File: config.mk
export PLATFORM = sky130hd
export DESIGN_NAME = early_branch_fetch
export DESIGN_NICKNAME = d
export VERILOG_FILES = /design/src/rtl/fetch_pkg.sv /design/src/rtl/branch_resolve.sv /design/src/rtl/fetch_pc_reg.sv /design/src/rtl/fd_stage_reg.sv /design/src/rtl/early_branch_fetch.sv
export SDC_FILE = /design/constraint.sdc
export NUM_CORES = 1
export LEC_CHECK = 0
export BUFFER_PORTS_ARGS = -buffer_cell sky130_fd_sc_hd__buf_2
export CORE_ASPECT_RATIO = 1.5
export CORE_MARGIN = 8
export CORE_UTILIZATION = 52
export DETAILED_ROUTE_END_ITERATION = 8
export GPL_TIMING_DRIVEN = 0
export PLACE_DENSITY = 0.83
export SYNTH_ARGS = -nofsm -noshare
export SYNTH_HDL_FRONTEND = slang
export SYNTH_SLANG_ARGS = --single-unit
File: constraint.sdc
create_clock -name clk -period 3.8 [get_ports clk]
set_clock_uncertainty 0.2 [all_clocks]
set_input_delay 0.19 -clock clk [delete_from_list [all_inputs] [get_ports clk]]
set_output_delay 0.19 -clock clk [all_outputs]
set_load 0.01 [all_outputs]
File: src/rtl/fetch_pkg.sv
package fetch_pkg;
    localparam int unsigned XLEN  = 32;
    localparam int unsigned OFF_W = 16;
    localparam int unsigned INSTR_BYTES = 4;

    typedef enum logic [1:0] {
        BR_NONE = 2'd0,
        BR_EQZ  = 2'd1,
        BR_NEZ  = 2'd2,
        BR_RSVD = 2'd3
    } br_kind_e;

    typedef struct packed {
        logic            valid;
        logic [XLEN-1:0] pc;
        logic [XLEN-1:0] instr;
    } fd_slot_t;

    function automatic logic [XLEN-1:0] word_offset(input logic [OFF_W-1:0] off);
        return {{(XLEN-OFF_W-2){off[OFF_W-1]}}, off, 2'b00};
    endfunction
endpackage

File: src/rtl/branch_resolve.sv
module branch_resolve
    import fetch_pkg::*;
(
    input  br_kind_e         kind,
    input  logic             slot_valid,
    input  logic [XLEN-1:0]  rs_val,
    input  logic [XLEN-1:0]  slot_pc,
    input  logic [OFF_W-1:0] offset,
    output logic             taken,
    output logic [XLEN-1:0]  target
);
    logic is_zero;
    logic cond_met;

    assign is_zero = (rs_val == '0);

    always_comb begin
        unique case (kind)
            BR_EQZ:  cond_met = is_zero;
            BR_NEZ:  cond_met = !is_zero;
            default: cond_met = 1'b0;
        endcase
    end

    assign taken  = slot_valid && cond_met;
    assign target = slot_pc + XLEN'(INSTR_BYTES) + word_offset(offset);
endmodule

File: src/rtl/fetch_pc_reg.sv
module fetch_pc_reg
    import fetch_pkg::*;
#(
    parameter logic [XLEN-1:0] RESET_VEC = '0
) (
    input  logic            clk,
    input  logic            rst,
    input  logic            hold,
    input  logic            redirect,
    input  logic [XLEN-1:0] target,
    output logic [XLEN-1:0] pc
);
    logic [XLEN-1:0] seq_pc;
    assign seq_pc = pc + XLEN'(INSTR_BYTES);

    always_ff @(posedge clk) begin
        if (rst)
            pc <= RESET_VEC;
        else if (!hold)
            pc <= redirect ? target : seq_pc;
    end
endmodule

File: src/rtl/fd_stage_reg.sv
module fd_stage_reg
    import fetch_pkg::*;
(
    input  logic            clk,
    input  logic            rst,
    input  logic            hold,
    input  logic            kill,
    input  logic [XLEN-1:0] in_pc,
    input  logic [XLEN-1:0] in_instr,
    output fd_slot_t        slot
);
    always_ff @(posedge clk) begin
        if (rst) begin
            slot <= '0;
        end else if (!hold) begin
            slot.valid <= !kill;
            slot.pc    <= in_pc;
            slot.instr <= in_instr;
        end
    end
endmodule

File: src/rtl/early_branch_fetch.sv
module early_branch_fetch
    import fetch_pkg::*;
#(
    parameter logic [31:0] RESET_VEC = 32'h0000_1000
) (
    input  logic        clk,
    input  logic        rst,
    input  logic        stall,
    input  logic        delay_mode,
    input  logic [31:0] fetch_instr,
    input  logic [1:0]  dec_br,
    input  logic [31:0] dec_rs_val,
    input  logic [15:0] dec_offset,
    output logic [31:0] fetch_pc,
    output logic        squash,
    output logic        fd_valid,
    output logic [31:0] fd_pc,
    output logic [31:0] fd_instr
);
    fd_slot_t        slot;
    logic            br_taken;
    logic [XLEN-1:0] br_target;
    logic            redirect;

    branch_resolve u_resolve (
        .kind      (br_kind_e'(dec_br)),
        .slot_valid(slot.valid),
        .rs_val    (dec_rs_val),
        .slot_pc   (slot.pc),
        .offset    (dec_offset),
        .taken     (br_taken),
        .target    (br_target)
    );

    assign redirect = br_taken && !stall;
    assign squash   = redirect && !delay_mode;

    fetch_pc_reg #(.RESET_VEC(RESET_VEC)) u_pc (
        .clk     (clk),
        .rst     (rst),
        .hold    (stall),
        .redirect(redirect),
        .target  (br_target),
        .pc      (fetch_pc)
    );

    fd_stage_reg u_fd (
        .clk     (clk),
        .rst     (rst),
        .hold    (stall),
        .kill    (squash),
        .in_pc   (fetch_pc),
        .in_instr(fetch_instr),
        .slot    (slot)
    );

    assign fd_valid = slot.valid;
    assign fd_pc    = slot.pc;
    assign fd_instr = slot.instr;
endmodule

# == Word-level counts from Yosys, hierarchy flattened ==
# Cells that the tools add are included.
# op_classes
add_sub_neg,3
eq_ne,2
muxes,2
n_reduce_logical,8
# ops
operator,count
$add 32x3->32 const B,2
$add 32x32->32,1
$logic_not 32->1,1
$mux 32,1
$logic_not 1->1,4
$logic_and 1x1->1,3
$eq 2x1->1 const B,1
$eq 2x2->1 const B,1
$pmux 1 s2,1
# totals
register_bits,97
in_bits,86
output_inout_bits,98
elab_cells,19

# == Logic depth before layout (Yosys ltp) ==
# depth
depth_word,7
mapped_depth,13

# == Hierarchy ==
# Synthesis repeated with hierarchy kept, for this count alone.
# hier_totals
hier_cells,732
area_unflattened_um2,6391.1
# by_module_without_submodules
module,n_inst,cells_each,area_each_um2
fd_stage_reg,1,211,2351.0
fetch_pc_reg,1,267,2052.0
branch_resolve,1,252,1969.4
early_branch_fetch,1,2,18.8

# == Least setup slack after synthesis ==
# OpenSTA, ideal clock, no wires.
# synth_path
kind,reg2reg
from,"register, netlist name u_fd.slot[35]"
to,register u_pc.pc[29]
setup_ns,0.116
arrival_ns,2.778
required_time_ns,3.484
slack_ns,0.706
path_stages_with_launch,11
n_path_buf,0
cell_sequence,dfxtp_1 ha_1 ha_1 fa_1 a21o_1 a221oi_2 o211ai_1 a41oi_1 a21oi_1 o31a_1 o211a_1
# synth_via
elab_chain_len,3
# synth_lines
item,line_no,source
$add 32x3->32,branch_resolve.sv:26,assign target = slot_pc + XLEN'(INSTR_BYTES) + word_offset(offset);
$add 32x32->32,branch_resolve.sv:26,
$mux 32,fetch_pc_reg.sv:20,pc <= redirect ? target : seq_pc;
end signal: assignment,fetch_pc_reg.sv:20,
end: declaration,fetch_pc_reg.sv:11,output logic [XLEN-1:0] pc
# No other way between the ends.
# A chain may end at the register's enable or synchronous reset.

# == Worst setup path after layout ==
# layout_path
from,"register, netlist name u_fd.slot[35]"
to,register u_pc.pc[29]
# layout_via
elab_chain_len,3
# layout_lines
item,line_no
$add 32x3->32,branch_resolve.sv:26
$add 32x32->32,branch_resolve.sv:26
$mux 32,fetch_pc_reg.sv:20
# No other way between the ends.

==> results.yml <==
run_status:
  status: "finished, final reports clean"
power_and_ir_drop:
  power_leakage_nw: 3.83
  pwr_density_cell_mw_per_mm2: 316
  peakVddDrop_mv: 0.217
cells_and_area:
  diodes: 0
  drive_above_1_share: 0.240
  final_net_count: 1069
  area_delta_synth_final_pct: 29.0
  final_cells: 1079
timing:
  slew_viol_final: 0
  hold_ws_ns: 0.0364
  tightest_slew_ns: 0.818
  fmax_ghz: 0.281
  rsz0062_at_grt: "false"
  period_share: 0.938
  setup_viol: 0
  tns_ns: 0
  slew_headroom: 0.454
  timing_hold_violations_final: 0
  period_needed_ns: 3.56
worst_hold_path:
  min-delay-start: "dec_offset[0]"
  whs_path_depth: 4
  hold_path_end: "u_pc.pc[2]$_SDFFE_PP0N_"
  min_path_type: "input port to flip-flop"
clocking:
  clk_pin_slew_ns: 0.08
  cts_max_level: 3
  ctsResizeCount: 0
  clkSinkCount: 97
  clock-root-buffer: "clkbuf_16"
  insertion_delay_ns: 0.36
  cts_buffers: 9
  cts_hold_buf: 33
  cts_tree: "built"
  clk_path_buf_depth: 2
  cts_setup_buffers: 0
placement:
  io_buffer_count: 182
  hpwl_mm: 14.5
  gp_congestion: 0.900
  dp_cells: 1030
global_routing:
  grt_overflow_total: 0
  grt_max_degree: 20
  grt_usage: 0.254
  grt_pass1_vias: 6584
  grt_pass1_wl_mm: 32.2
  antenna_found_initial: 0
yosys:
  synth_area_leader_cell: "dfxtp_1"
  synth-seq-cells: 97
  ys.flop_type: "dfxtp_1"
  synth-edff-count: 0
  yosysTopAreaCellShare: 0.322
  netlist_instances: 698
  synth_compound_area_frac: 0.182
  synth_top_family_by_area: "simple AND/OR/NAND/NOR gates"
  synth-xor-area-share: 0.0320
  yosysUniqueCellTypes: 69
  syn_area_per_cell_um2: 8.64
  synthArstFlopShare: 0
  synthMuxAreaShare: 0.110
  synthAdderAreaFrac: 0.124
  synth_fp_nets: 843
  yosys_warnings: 0
  yosys-top-cells-area: "dfxtp_1 (32%), ha_1 (12%), mux2i_1 (11%)"
  syn_area_mm2: 0.00603
  synth_seq_area_share: 0.322
  yosys.area_share.simple: 0.201
detailed_routing:
  vias_per_cell: 5.98
  firstDrtPassIters: 6
  drt_wl_total_mm: 20.5
  drtIter0Drc: 552
  antenna_left: 0
  vias: 6454
  wl_per_cell_um: 19.0
  drc: 0
worst_setup_path:
  crit_arrival_ns: 3.62
  critPathSlowestCell: "fa_1"
  cp-start-kind: "flip-flop"
  r2r-start: "u_fd.slot[35]$_SDFFE_PP0N_"
  critPathRequiredTime_ns: 3.86
  rrSetupSlack_ns: 0.24
  critPathCaptureType: "flip-flop"
  r2r.worst_path.cells: 10
  crit_fanout: 6
  crit_chain: "ha_1 > ha_1 > fa_1 > a21o_1 > a221oi_2 > o211ai_1 > a41oi_1 > a21oi_1 > o31a_1 > o211a_1"
  reg2reg_to: "u_pc.pc[29]$_SDFFE_PP0N_"
  path_class: "flip-flop to flip-flop"
  path_common_cell: "ha_1"
  slowest_delay_ns: 0.41
floorplan:
  die-area_mm2: 0.0154
  core_mm2: 0.0114
  die_y_um: 148
  rows: 48
  die_w_um: 104
  initial_core_util: 0.529
  num_io_pins: 184
flow_run:
  maxCapViolCount: 0
==> layer usage <==
layer  global-route usage  wire length [um]
met1                0.258              7520
met5                    0                 0
met3               0.0658              1520
met4                0.151               932
met2                0.459             10500
==> registers in the layout, indices dropped and copies added, names as in the netlist <==
| signal | flops |
|---|---|
| u_pc.pc | 32 |
| u_fd.slot | 65 |
==> through the flow <==
stage           util  worst slack, ns  instance area (um^2)  total power [mW]
6_report       0.682            0.237                  7780              2.46
5_1_grt        0.682           0.0881                  7780              2.53
4_1_cts        0.682            0.247                  7780              2.45
3_5_place_dp   0.625            0.253                  7130              1.45
2_1_floorplan      -            0.706                  6030              1.31
3_3_place_gp   0.625            0.312                  7130              1.44
==> area by class of cell <==
| type | instances | area, um^2 |
|---|---|---|
| plain buffers | 38 | 151 |
| clock buffers | 9 | 225 |
| multi-input cells | 555 | 3910 |
| clock inverters | 7 | 95.1 |
| inverters | 8 | 30.0 |
| fillers | 963 | 3630 |
| repair buffers | 215 | 1240 |
| well taps | 150 | 188 |
| flip-flops and latches | 97 | 1940 |
==> layout by cell type, fill, tap and decap left out, types with 6 or more instances in the layout <==
master           n
buf_2          188
nor2_1         107
dfxtp_1         97
mux2i_1         65
a21oi_1         63
ha_1            58
nand2_1         37
dlygate4sd3_1   33
clkbuf_1        26
o21ai_0         19
a21o_1          16
nor3_1          13
nand3_1         13
nor4_1          12
xor2_1          12
and3_1          11
xnor2_1         10
nand4_1          9
clkbuf_16        9
a31oi_1          8
nor2b_1          7
inv_1            7
and2_1           6
a41oi_1          6
==> power breakdown <==
group	internal (mW)	switching [mW]	total [mW]
registers	1.05	0.0276	1.08
clock network	0.532	0.463	0.995
logic	0.175	0.215	0.390
==> Yosys cell counts, types with 3 or more instances <==
master and number:
mux2i_1 65, nor2_1 107, nand3_1 13, buf_1 5, nand3b_1 3, o21ai_0 19, a31oi_1 8, nor4_1 12
buf_2 6, nand2_1 37, clkbuf_1 26, ha_1 58, a41oi_1 6, a21oi_1 63, nand2b_1 5, xor2_1 12
a2111oi_0 4, a211oi_1 5, o21bai_1 3, inv_1 7, nand4_1 9, and3_1 11, a21o_1 16, o22ai_1 4
nor3_1 13, dfxtp_1 97, a311oi_1 3, nor2b_1 7, xnor2_1 10, and4_1 5, and2_1 6, o21ai_1 3
==> cells by family after synthesis <==
kind of cell | after synthesis
flip-flops | 97
XOR/XNOR | 22
AO/OA/AOI/OAI | 163
adder cells (fa/ha/maj) | 59
buffers and inverters | 46
multiplexers | 66
AND/OR/NAND/NOR | 245
==> worst max path at each step <==
| stage | end | startpoint | cells past startpoint | slack, ns |
|---|---|---|---|---|
| CTS | u_pc.pc[29]$_SDFFE_PP0N_ | u_fd.slot[35]$_SDFFE_PP0N_ | 10 | 0.25 |
| finish | u_pc.pc[29]$_SDFFE_PP0N_ | u_fd.slot[35]$_SDFFE_PP0N_ | 10 | 0.24 |
| global route | u_pc.pc[31]$_SDFFE_PP0N_ | u_fd.slot[35]$_SDFFE_PP0N_ | 11 | 0.09 |
| detailed placement | u_pc.pc[29]$_SDFFE_PP0N_ | u_fd.slot[35]$_SDFFE_PP0N_ | 10 | 0.25 |
| global placement | u_pc.pc[29]$_SDFFE_PP0N_ | dec_offset[1] | 11 | 0.31 |
| floorplan | u_pc.pc[29]$_SDFFE_PP0N_ | u_fd.slot[35]$_SDFFE_PP0N_ | 10 | 0.71 |
==> worst max-delay path, delay by kind of cell, from the launching register on <==
kind / cells / cell delay, ns
flip-flops: 1 / 0.33
AO/OA/AOI/OAI: 7 / 2.02
adder cells (fa/ha/maj): 3 / 0.93
Note: power is estimated with default switching activity, not from simulation.
